[src/rtl/dtmr_pkg.sv]
package dtmr_pkg;
  localparam int unsigned CTL_RUN = 7;
  localparam int unsigned CTL_PER = 6;
  localparam int unsigned CTL_IE  = 5;
  localparam int unsigned CTL_PSH = 3;
  localparam int unsigned CTL_PSL = 2;
  localparam int unsigned CTL_W32 = 1;
  localparam int unsigned CTL_ONE = 0;
  localparam logic [7:0]  CTL_WMASK = 8'hEF;
  localparam logic [7:0]  CTL_RESET = 8'h20;

  typedef enum logic [2:0] {
    REG_LOAD = 3'd0,
    REG_VAL  = 3'd1,
    REG_CTL  = 3'd2,
    REG_CLR  = 3'd3,
    REG_RAW  = 3'd4,
    REG_MIS  = 3'd5,
    REG_BG   = 3'd6,
    REG_NONE = 3'd7
  } reg_sel_e;
endpackage

[src/rtl/dtmr_prescale.sv]
module dtmr_prescale #(
  parameter int unsigned PS_W   = 8,
  parameter int unsigned FINE_W = 4
) (
  input  logic       clk_i,
  input  logic       rst_ni,
  input  logic       run_i,
  input  logic       restart_i,
  input  logic [1:0] code_i,
  output logic       tick_o
);
  localparam logic [PS_W-1:0] FINE_MASK   = PS_W'((1 << FINE_W) - 1);
  localparam logic [PS_W-1:0] COARSE_MASK = '1;

  logic [PS_W-1:0] cnt_q;
  logic [PS_W-1:0] mask;

  always_comb begin
    unique case (code_i)
      2'b00:   mask = '0;
      2'b01:   mask = FINE_MASK;
      default: mask = COARSE_MASK;
    endcase
  end

  assign tick_o = run_i && ((cnt_q & mask) == mask);

  always_ff @(posedge clk_i or negedge rst_ni) begin
    if (!rst_ni)                cnt_q <= '0;
    else if (!run_i || restart_i) cnt_q <= '0;
    else                        cnt_q <= cnt_q + 1'b1;
  end
endmodule

[src/rtl/dtmr_core.sv]
module dtmr_core
  import dtmr_pkg::*;
#(
  parameter int unsigned W    = 32,
  parameter int unsigned PS_W = 8
) (
  input  logic         clk_i,
  input  logic         rst_ni,
  input  logic         wr_i,
  input  reg_sel_e     reg_i,
  input  logic [W-1:0] wdata_i,
  output logic [W-1:0] val_o,
  output logic [W-1:0] load_o,
  output logic [7:0]   ctl_o,
  output logic         raw_o,
  output logic         irq_o
);
  localparam int unsigned HALF_W = W / 2;
  localparam logic [W-1:0] NARROW = {{(W-HALF_W){1'b0}}, {HALF_W{1'b1}}};

  logic [W-1:0] cnt_q, load_q, cnt_d, mask, cm;
  logic [7:0]   ctl_q;
  logic         raw_q, tick;
  logic         ld_w, val_w, ctl_w, clr_w, bg_w, hit_zero;

  assign ld_w  = wr_i && (reg_i == REG_LOAD);
  assign val_w = wr_i && (reg_i == REG_VAL);
  assign ctl_w = wr_i && (reg_i == REG_CTL);
  assign clr_w = wr_i && (reg_i == REG_CLR);
  assign bg_w  = wr_i && (reg_i == REG_BG);

  assign mask = ctl_q[CTL_W32] ? '1 : NARROW;
  assign cm   = cnt_q & mask;

  dtmr_prescale #(.PS_W(PS_W)) u_ps (
    .clk_i    (clk_i),
    .rst_ni   (rst_ni),
    .run_i    (ctl_q[CTL_RUN]),
    .restart_i(ld_w || val_w),
    .code_i   (ctl_q[CTL_PSH:CTL_PSL]),
    .tick_o   (tick)
  );

  // count reaches zero on this tick, unless software overrides the count
  assign hit_zero = tick && !ld_w && !val_w && (cm == W'(1));

  always_comb begin
    cnt_d = cnt_q;
    if (ld_w || val_w)          cnt_d = wdata_i;
    else if (tick) begin
      if (cm != '0)             cnt_d = cm - 1'b1;
      else if (ctl_q[CTL_ONE])  cnt_d = cnt_q;
      else if (ctl_q[CTL_PER])  cnt_d = load_q & mask;
      else                      cnt_d = mask;
    end
  end

  always_ff @(posedge clk_i or negedge rst_ni) begin
    if (!rst_ni) begin
      cnt_q  <= '1;
      load_q <= '0;
      ctl_q  <= CTL_RESET;
      raw_q  <= 1'b0;
    end else begin
      cnt_q <= cnt_d;
      if (ld_w || bg_w) load_q <= wdata_i;
      if (ctl_w)        ctl_q  <= wdata_i[7:0] & CTL_WMASK;
      raw_q <= hit_zero || (raw_q && !clr_w);
    end
  end

  assign val_o  = cm;
  assign load_o = load_q;
  assign ctl_o  = ctl_q;
  assign raw_o  = raw_q;
  assign irq_o  = raw_q && ctl_q[CTL_IE];
endmodule

[src/rtl/dual_dec_timer.sv]
module dual_dec_timer
  import dtmr_pkg::*;
#(
  parameter int unsigned N_TIMERS = 2,
  parameter int unsigned ADDR_W   = 12,
  parameter int unsigned DATA_W   = 32,
  parameter int unsigned PS_W     = 8,
  parameter logic [63:0] ID_BYTES = 64'hA6197EC30002315A
) (
  input  logic                clk_i,
  input  logic                rst_ni,
  input  logic                psel_i,
  input  logic                penable_i,
  input  logic                pwrite_i,
  input  logic [ADDR_W-1:0]   paddr_i,
  input  logic [DATA_W-1:0]   pwdata_i,
  output logic [DATA_W-1:0]   prdata_o,
  output logic [N_TIMERS-1:0] irq_o
);
  localparam int unsigned WIN_LSB = 5;
  localparam int unsigned IDX_W   = ADDR_W - WIN_LSB;
  localparam logic [IDX_W-1:0] ID_WIN = '1;

  logic                             bus_wr;
  logic [IDX_W-1:0]                 win;
  reg_sel_e                         rsel;
  logic [N_TIMERS-1:0][DATA_W-1:0]  val_w, load_w;
  logic [N_TIMERS-1:0][7:0]         ctl_w;
  logic [N_TIMERS-1:0]              raw_w;
  logic                             unused_lsb;

  assign bus_wr     = psel_i && penable_i && pwrite_i;
  assign win        = paddr_i[ADDR_W-1:WIN_LSB];
  assign rsel       = reg_sel_e'(paddr_i[4:2]);
  assign unused_lsb = ^paddr_i[1:0];

  for (genvar g = 0; g < N_TIMERS; g++) begin : g_tmr
    dtmr_core #(.W(DATA_W), .PS_W(PS_W)) u_core (
      .clk_i  (clk_i),
      .rst_ni (rst_ni),
      .wr_i   (bus_wr && (win == IDX_W'(g))),
      .reg_i  (rsel),
      .wdata_i(pwdata_i),
      .val_o  (val_w[g]),
      .load_o (load_w[g]),
      .ctl_o  (ctl_w[g]),
      .raw_o  (raw_w[g]),
      .irq_o  (irq_o[g])
    );
  end

  always_comb begin
    prdata_o = '0;
    if (win == ID_WIN) begin
      prdata_o = DATA_W'(ID_BYTES[{paddr_i[4:2], 3'b000} +: 8]);
    end else begin
      for (int i = 0; i < N_TIMERS; i++) begin
        if (win == IDX_W'(i)) begin
          unique case (rsel)
            REG_LOAD, REG_BG: prdata_o = load_w[i];
            REG_VAL:          prdata_o = val_w[i];
            REG_CTL:          prdata_o = DATA_W'(ctl_w[i]);
            REG_RAW:          prdata_o = DATA_W'(raw_w[i]);
            REG_MIS:          prdata_o = DATA_W'(raw_w[i] && ctl_w[i][CTL_IE]);
            default:          prdata_o = '0;
          endcase
        end
      end
    end
  end
endmodule

[config.mk]
export PLATFORM = sky130hd
export DESIGN_NAME = dual_dec_timer
export DESIGN_NICKNAME = d
export VERILOG_FILES = /design/src/rtl/dtmr_pkg.sv /design/src/rtl/dtmr_prescale.sv /design/src/rtl/dtmr_core.sv /design/src/rtl/dual_dec_timer.sv
export SDC_FILE = /design/constraint.sdc
export NUM_CORES = 1
export LEC_CHECK = 0
export ABC_AREA = 1
export BUFFER_PORTS_ARGS = -buffer_cell sky130_fd_sc_hd__buf_2
export CORE_MARGIN = 2
export CORE_UTILIZATION = 50
export CTS_BUF_LIST = sky130_fd_sc_hd__clkbuf_2
export CTS_CLUSTER_SIZE = 8
export DETAILED_ROUTE_END_ITERATION = 8
export PLACE_DENSITY = 0.79
export SLEW_MARGIN = 0
export SYNTH_ARGS = -nofsm -noshare
export SYNTH_HDL_FRONTEND = slang
export SYNTH_SLANG_ARGS = --single-unit
[constraint.sdc]
create_clock -name clk_i -period 2.45 [get_ports clk_i]
set_input_delay 0.49 -clock clk_i [delete_from_list [all_inputs] [get_ports clk_i]]
set_output_delay 0.49 -clock clk_i [all_outputs]
set_load 0.01 [all_outputs]
==> results.rst, run 1 <==
.. list-table::
   :header-rows: 1

   * - Metric
     - Value
   * - Failing checks
     - setup timing
   * - Number of iterations in the first detailed-routing pass
     - 8
   * - Number of antenna violations at the first check in global routing
     - 1
   * - Maximum capacitance violations
     - 0
   * - GRT Total Usage
     - 0.337
   * - Setup-failing EPs final
     - 23
   * - Layout Area Growth over Synthesis
     - 24.7%
   * - Leading post-synthesis cells by instance count
     - 596 x sky130_fd_sc_hd__nand2_1, 234 x sky130_fd_sc_hd__nor2_1, 154 x sky130_fd_sc_hd__inv_1
   * - Overflow after GRT
     - 0
   * - CP Data Required Time
     - 1.96 ns
   * - Via density per instance
     - around 5.7
   * - Port Buffers
     - 80
   * - Critical Path, Cell by Cell
     - buf_12, nand2_4, buf_6, inv_4, a22oi_2, o22ai_2, buf_2
   * - Leak pwr
     - 7.27 nW
   * - Internal power
     - roughly 4.2 mW
   * - Number of synthesized register bits
     - 160
   * - Measured slew at the worst slew-check pin
     - 0.803 ns
   * - Total power density per cell area
     - 505 nW/um^2
   * - Syn nets
     - between 1500 and 2000
   * - Async SR Flop Fraction
     - 1.00
   * - Data arrival at the endpoint of the critical path
     - 2.25 ns
   * - Placeable core region
     - 22500 sq um
   * - Height of the die
     - 155 um
   * - Instance count of the mapped netlist
     - 1748
   * - Aggregate routed wire length
     - 40900 um
   * - Post-layout net count
     - 1993
   * - Critical Path Source Type
     - flip-flop
   * - Count of H-tree levels built during CTS
     - 4
   * - Post-synth top area cell
     - sky130_fd_sc_hd__dfrtp_1
   * - Detail Route Antenna Nets
     - 0
   * - Clock period minus worst slack
     - 2.74 ns
   * - Number of clock buffers inserted by TritonCTS
     - 17
   * - Final routed wire length divided by cell count
     - 18.3 um
   * - Fraction of synthesized cell area taken by the top area cell type
     - 0.207
   * - Clock-pin slew on the worst setup and hold paths
     - 0.30 ns
   * - Worst Hold Class
     - input pin to flip-flop
   * - Starting utilization of the core area
     - 0.505
   * - Filler instances
     - 2075
   * - Sequential area share after synthesis
     - 0.360
   * - Logic gate share of total power
     - 0.349
   * - Instance count after placement with tap cells included
     - 2122
   * - Count of warnings emitted by yosys
     - 0
   * - Width of the die
     - 155 um
   * - Total negative slack
     - -3.85 ns
   * - Final Instance Count excl. Fillers
     - roughly 2200
   * - Buffer levels on the longest clock path
     - 2
   * - Worst skew pair latency
     - 0.82 ns
   * - Overall die area
     - 24000 sq um
   * - Row Count
     - 55
   * - TritonCTS clock tree
     - built
   * - Number of top-level design ports
     - between 80 and 90
   * - Post-synthesis instance area
     - 11400 sq um
   * - Largest fanout on the critical path
     - 6
   * - Final weighted congestion in routability-driven placement
     - 1.00
   * - Type of destination of the critical path
     - output port
   * - Switching power of the nets
     - 2.96 mW
   * - Utilization after layout
     - 0.630
   * - Average cell area after synthesis
     - 6.50 sq um
   * - Post-route setup slack
     - -0.286 ns
   * - Most common cell in the synthesized netlist
     - sky130_fd_sc_hd__nand2_1
   * - Sw frac
     - 0.413
   * - Share of power burned in registers
     - 0.419
   * - Total number of vias
     - 12739
   * - DR iter-0 viols
     - ~1300
   * - Family of cells with the greatest summed delay on the critical path
     - flip-flops
   * - Start-to-end type of the worst setup path
     - flip-flop to output port
   * - Fraction of final layout cells sized beyond drive strength 1
     - 0.264
   * - Maximum achievable frequency
     - around 370 MHz
   * - EDFF count, synth
     - 0
   * - Clk Tree Root Cell
     - sky130_fd_sc_hd__clkbuf_2
   * - Tightest slew margin relative to the limit
     - 0.464
   * - DRC violation count after routing
     - 0
   * - First-pass GRT wire length
     - ~63000 um
   * - Area after detailed placement
     - between 10000 and 15000 sq um
   * - Number of sinks handled by clock tree synthesis
     - 160
   * - Estimated wirelength of the detail-placed design
     - 29700 um
   * - Skew final
     - roughly 0.057 ns
   * - Outcome
     - complete, but fails checks
   * - Maximum VDD drop
     - roughly 0.4 mV
   * - Final-report hold violation count
     - 0
   * - Number of distinct library cells after synthesis
     - 40
   * - Vias in the first global route
     - 11874
   * - Total count of max-transition violations in the final report
     - 0
   * - Clock power share
     - 0.232
   * - Most area-consuming cells after synthesis
     - sky130_fd_sc_hd__dfrtp_1 21%, sky130_fd_sc_hd__nand2_1 20%, sky130_fd_sc_hd__dfstp_2 15%
   * - Area of all placed cells without fillers
     - 14200 sq um
   * - Setup repair after global routing missed its margin
     - true
   * - Critical path buffers and inverters
     - 4
   * - Prevailing post-synth register cell
     - sky130_fd_sc_hd__dfrtp_1
   * - Pin count of the biggest net entering global routing
     - 54
   * - Final critical-path share of the clock period
     - 1.12
   * - Cell type of the slowest stage on the worst timing path
     - sky130_fd_sc_hd__dfrtp_2
   * - Largest stage delay on the critical path
     - 0.56 ns
-- tightest hold or removal path, cell delays in order --
cell and delay, ns:
sky130_fd_sc_hd__buf_2 0.16, sky130_fd_sc_hd__inv_1 0.09, sky130_fd_sc_hd__o21ai_0 0.08
-- power by group through the flow --
stage	Combinational [mW]	Clock, mW	Sequential [mW]
after CTS	2.30	1.67	3.00
after global placement	2.15	0	3.04
final	2.50	1.66	3.00
after detailed placement	2.18	0	3.04
after floorplan	1.48	0	3.00
after global routing	2.74	1.79	3.02
-- final timing paths --
kind / startpoint / endpoint / slack, ns / cells past startpoint
max in group asynchronous: rst_ni / g_tmr[1].u_core.cnt_q[9] / 1.52 / 3
worst min-delay path: pwdata_i[26] / g_tmr[1].u_core.load_o[26] / 0.04 / 3
worst max-delay path: g_tmr[1].u_core.ctl_o[1] / prdata_o[20] / -0.29 / 7
worst min register to register: g_tmr[1].u_core.u_ps.cnt_q[0] / g_tmr[1].u_core.u_ps.cnt_q[0] / 0.48 / 1
worst max register to register: g_tmr[0].u_core.ctl_o[1] / g_tmr[0].u_core.cnt_q[30] / 0.12 / 14
min in group asynchronous: rst_ni / g_tmr[0].u_core.load_o[6] / 0.19 / 2
-- layout by cell type (no fill, tap or decap), types with 6 or more instances in the layout --
master	instances
sky130_fd_sc_hd__buf_2	74
sky130_fd_sc_hd__a22oi_1	8
sky130_fd_sc_hd__nand2_1	574
sky130_fd_sc_hd__nand2_4	23
sky130_fd_sc_hd__nor3_1	17
sky130_fd_sc_hd__nor2_2	9
sky130_fd_sc_hd__o22ai_2	18
sky130_fd_sc_hd__nand2_2	24
sky130_fd_sc_hd__o22ai_1	7
sky130_fd_sc_hd__dlygate4sd3_1	27
sky130_fd_sc_hd__inv_6	9
sky130_fd_sc_hd__o21ai_0	129
sky130_fd_sc_hd__buf_6	16
sky130_fd_sc_hd__a21oi_1	17
sky130_fd_sc_hd__inv_4	11
sky130_fd_sc_hd__buf_4	101
sky130_fd_sc_hd__nor2_4	9
sky130_fd_sc_hd__a21oi_2	7
sky130_fd_sc_hd__nand3_1	142
sky130_fd_sc_hd__inv_1	123
sky130_fd_sc_hd__o21ai_2	13
sky130_fd_sc_hd__buf_12	15
sky130_fd_sc_hd__ha_1	10
sky130_fd_sc_hd__or2_2	15
sky130_fd_sc_hd__clkbuf_2	18
sky130_fd_sc_hd__dfstp_2	66
sky130_fd_sc_hd__xor2_1	14
sky130_fd_sc_hd__inv_2	25
sky130_fd_sc_hd__nor2_1	231
sky130_fd_sc_hd__dfrtp_1	92
sky130_fd_sc_hd__o21ai_1	17
sky130_fd_sc_hd__nand4_1	6
sky130_fd_sc_hd__a22oi_2	32
-- per-layer routing --
layer | global-route usage | share of wire | wire (um) | up-vias
met4 | 0.133 | 0.038 | 1570 | 0
met1 | 0.457 | 0.42 | 17100 | 5936
li1 | - | - | - | 6030
met2 | 0.546 | 0.46 | 18900 | 660
met5 | 0 | 0 | 0 | -
met3 | 0.0499 | 0.082 | 3360 | 113
-- flip-flops by register name, indices dropped and copies added, names as in the netlist --
register and cells:
g_tmr.u_core.load_o 64, g_tmr.u_core.u_ps.cnt_q 16, g_tmr.u_core.raw_o 2, g_tmr.u_core.cnt_q 64, g_tmr.u_core.ctl_o 14
-- cell families (layout without fill, tap and decap cells) --
group                      count (synthesis)  in the layout  share of synthesized area
AOI/OAI and AO/OA                        268            268                      0.137
and+or+nand+nor                         1060           1060                      0.393
xor gates and xnor gates                  18             18                     0.0139
other                                      0              1                          0
DFF                                      160            160                      0.360
adders and majority gates                 10             10                     0.0110
buffers and inverters                    232            431                     0.0860
-- cell type report --
| type | count | area (sq um) | share of cell area |
|---|---|---|---|
| multi-input cells | 1356 | 6880 | 0.485 |
| repair buffers | 236 | 1930 | 0.136 |
| clock buffers | 18 | 90.1 | 0.00635 |
| clock inverters | 14 | 168 | 0.0118 |
| diodes | 1 | 2.50 | 0.000177 |
| well taps | 285 | 357 | 0.0252 |
| flip-flops and latches | 160 | 4090 | 0.288 |
| inverters | 163 | 654 | 0.0462 |
-- through the flow --
step                setup WS [ns]  hold WS [ns]  total power, mW
global placement           0.0375         0.445             5.19
CTS                        -0.313       0.00459             6.97
detailed placement         0.0139         0.453             5.23
global route               -0.364       0.00239             7.55
floorplan                   0.148         0.194             4.47
finish                     -0.286        0.0362             7.16
-- repair_timing --
item	4_1_cts	5_1_grt
setup buffers	33	25
pin swaps	35	35
endpoints found under the setup margin	32	64
hold buffers	25	2
resized for setup	130	79
gates cloned	2	1
hold endpoints to repair	106	2
Note: power is estimated with default switching activity, not from simulation.
==> run 2, diff against run 1 <==
--- a/config.mk
+++ b/config.mk
@@ -8,11 +8,11 @@
 export ABC_AREA = 1
 export BUFFER_PORTS_ARGS = -buffer_cell sky130_fd_sc_hd__buf_2
 export CORE_MARGIN = 2
-export CORE_UTILIZATION = 50
+export CORE_UTILIZATION = 25
 export CTS_BUF_LIST = sky130_fd_sc_hd__clkbuf_2
 export CTS_CLUSTER_SIZE = 8
 export DETAILED_ROUTE_END_ITERATION = 8
-export PLACE_DENSITY = 0.79
+export PLACE_DENSITY = 0.51
 export SLEW_MARGIN = 0
 export SYNTH_ARGS = -nofsm -noshare
 export SYNTH_HDL_FRONTEND = slang
==> run 2 against run 1 <==
  * The run still ends with setup timing left
  * Wire length rose by 16%
  * Critical path depth did not move
  * Sequential power barely moved
  * Via count fell by 0.97%
  * First-iteration DRC count fell by 21%
  * Highest routed layer unchanged
==> results.rst, run 2 (synthesis results as in run 1) <==
.. list-table::
   :header-rows: 1

   * - Metric
     - Value
   * - Tightest slew margin relative to the limit
     - 0.552 (was 0.464)
   * - Row Count
     - 78 (was 55)
   * - Minimum setup slack after placement
     - -0.00945 ns (was 0.0139 ns)
   * - Starting utilization of the core area
     - 0.252 (was 0.505)
   * - Buffer levels on the longest clock path
     - 2 (unchanged)
   * - Number of iterations in the first detailed-routing pass
     - 5 (was 8)
   * - Met1 Routed Length
     - 23100 um (was 17100 um)
   * - Fraction of final layout cells sized beyond drive strength 1
     - 0.291 (was 0.264)
   * - Measured slew at the worst slew-check pin
     - 0.671 ns (was 0.803 ns)
   * - Layout Area Growth over Synthesis
     - 34.1% (was 24.7%)
   * - Via density per instance
     - 4.84 (was 5.70)
   * - Top routing layer in use
     - met4 (unchanged)
   * - Total negative slack
     - -7.35 ns (was -3.85 ns)
   * - Total count of max-transition violations in the final report
     - 0 (unchanged)
   * - Pin count of the biggest net entering global routing
     - 65 (was 54)
   * - Port Buffers
     - 80 (unchanged)
   * - Post-layout net count
     - 2052 (was 1993)
   * - DR iter-0 viols
     - 1054 (was 1341)
   * - Skew final
     - 0.0377 ns (was 0.0572 ns)
   * - Combined area of the multi-input logic cells
     - 7000 sq um (was 6880 sq um)
   * - Number of top-level design ports
     - 83 (unchanged)
   * - Placeable core region
     - 45100 sq um (was 22500 sq um)
   * - Total number of vias
     - 12616 (was 12739)
   * - Setup repair after global routing missed its margin
     - true (unchanged)
   * - GRT Total Usage
     - 0.196 (was 0.337)
   * - Commonest non-fill, non-tap cell in the layout
     - sky130_fd_sc_hd__nand2_1 (unchanged)
   * - Type of destination of the critical path
     - output port (unchanged)
   * - Width of the die
     - 217 um (was 155 um)
   * - Final-report hold violation count
     - 0 (unchanged)
   * - Estimated wirelength of the detail-placed design
     - 34400 um (was 29700 um)
   * - Clk Tree Root Cell
     - sky130_fd_sc_hd__clkbuf_2 (unchanged)
   * - Worst skew pair latency
     - 0.87 ns (was 0.82 ns)
   * - Leak pwr
     - 7.68 nW (was 7.27 nW)
   * - Maximum capacitance violations
     - 0 (unchanged)
   * - CP Data Required Time
     - 1.96 ns (about the same)
   * - Maximum VDD drop
     - 0.320 mV (was 0.402 mV)
   * - Commonest non-fill, non-tap cells in the layout
     - 556 x sky130_fd_sc_hd__nand2_1, 227 x sky130_fd_sc_hd__nor2_1, 148 x sky130_fd_sc_hd__buf_4 (was 574 x sky130_fd_sc_hd__nand2_1, 231 x sky130_fd_sc_hd__nor2_1, 142 x sky130_fd_sc_hd__nand3_1)
   * - TritonCTS clock tree
     - built (unchanged)
   * - Critical Path Source Type
     - flip-flop (unchanged)
   * - Total power density per cell area
     - 477 nW/um^2 (was 505 nW/um^2)
   * - Post-route setup slack
     - -0.364 ns (was -0.286 ns)
   * - Final weighted congestion in routability-driven placement
     - 0.948 (was 1.00)
   * - Failing checks
     - setup timing (unchanged)
   * - Maximum achievable frequency
     - 355 MHz (was 365 MHz)
   * - Aggregate routed wire length
     - 47600 um (was 40900 um)
   * - Total power of the final layout
     - 7.27 mW (was 7.16 mW)
   * - Number of antenna violations at the first check in global routing
     - 1 (unchanged)
   * - Overflow after GRT
     - 0 (unchanged)
   * - Detail Route Antenna Nets
     - 0 (unchanged)
   * - Setup-failing EPs final
     - 40 (was 23)
   * - Outcome
     - complete, but fails checks (unchanged)
   * - Routed length on met2
     - 20600 um (was 18900 um)
   * - Met3 Routed Length
     - 2980 um (was 3360 um)
   * - Clock period minus worst slack
     - 2.81 ns (was 2.74 ns)
   * - Number of clock buffers inserted by TritonCTS
     - 17 (unchanged)
   * - Filler instances
     - 4962 (was 2075)
   * - Height of the die
     - 217 um (was 155 um)
   * - Start-to-end type of the worst setup path
     - flip-flop to output port (unchanged)
   * - Count of H-tree levels built during CTS
     - 4 (unchanged)
   * - Worst Hold Class
     - input pin to async pin (was input pin to flip-flop)
   * - DRC violation count after routing
     - 0 (unchanged)
   * - Data arrival at the endpoint of the critical path
     - 2.32 ns (was 2.25 ns)
   * - Final critical-path share of the clock period
     - 1.15 (was 1.12)
   * - Overall die area
     - 47200 sq um (was 24000 sq um)
   * - Seq. cell area
     - 4090 sq um (unchanged)
   * - Clock-pin slew on the worst setup and hold paths
     - 0.29 ns (was 0.30 ns)
   * - Number of sinks handled by clock tree synthesis
     - 160 (unchanged)
   * - First-pass GRT wire length
     - 70500 um (was 62900 um)
   * - Final routed wire length divided by cell count
     - 18.2 um (was 18.3 um)
   * - Largest fanout on the critical path
     - 8 (was 6)
   * - Vias in the first global route
     - 12045 (was 11874)
## run 2: final cells by class
cell class / instances / area share
multi-input combinational: 1357 / 0.459
sequential: 160 / 0.268
timing repair buffer: 294 / 0.166
tap: 600 / 0.0492
inverter: 163 / 0.0423
clock inverter: 15 / 0.00919
clock buffer: 17 / 0.00558
antenna: 1 / 0.000164
## run 2: metrics by stage
step                      hold WS [ns]  instances  utilization  area, sq um
final                            0.168       2607        0.338        15200
after global routing             0.115       2607        0.338        15200
after CTS                        0.103       2582        0.326        14700
after detailed placement         0.454       2465        0.291        13100
after global placement           0.446       2465        0.291        13100
after floorplan                  0.194       1748            -        11400
## run 2: layer usage
layer  up-vias  track usage
li1       6122            -
met1      6016        0.286
met2       426        0.302
met3        52       0.0323
met4         0       0.0441
met5         -            0
## run 2: critical path, cell delays in order, from the launching register on
cell,delay (ns)
sky130_fd_sc_hd__dfrtp_2,0.48
sky130_fd_sc_hd__buf_12,0.14
sky130_fd_sc_hd__buf_16,0.15
sky130_fd_sc_hd__inv_1,0.08
sky130_fd_sc_hd__o22ai_2,0.13
sky130_fd_sc_hd__a21oi_2,0.05
sky130_fd_sc_hd__o221ai_2,0.23
sky130_fd_sc_hd__buf_2,0.18
## run 2: what timing repair did
| action | 4_1_cts | 5_1_grt |
|---|---|---|
| hold buffers | 33 | 0 |
| setup buffers | 55 | 18 |
| pin swaps | 60 | 58 |
| gates resized for setup | 159 | 85 |
| endpoints found under the hold margin | 206 | 0 |
| gates cloned | 4 | 8 |
| endpoints found under the setup margin | 32 | 94 |
## run 2: where the power goes
group / switching (mW) / internal, mW
logic: 1.77 / 0.933
registers: 0.140 / 2.86
clock network: 1.24 / 0.334
total: 3.14 / 4.13
## run 2: worst paths after layout
path,from,slack (ns),cells after the start,to
setup / recovery,g_tmr[1].u_core.ctl_o[1],-0.36,7,prdata_o[1]
hold / removal,rst_ni,0.17,2,g_tmr[1].u_core.load_o[30]
setup reg to reg,g_tmr[1].u_core.ctl_o[1],-0.03,15,g_tmr[1].u_core.cnt_q[30]
hold reg to reg,g_tmr[0].u_core.u_ps.cnt_q[0],0.48,1,g_tmr[0].u_core.u_ps.cnt_q[0]
max in group asynchronous,rst_ni,1.51,3,g_tmr[1].u_core.cnt_q[29]
min in group clk_i,paddr_i[4],0.17,5,g_tmr[0].u_core.raw_o
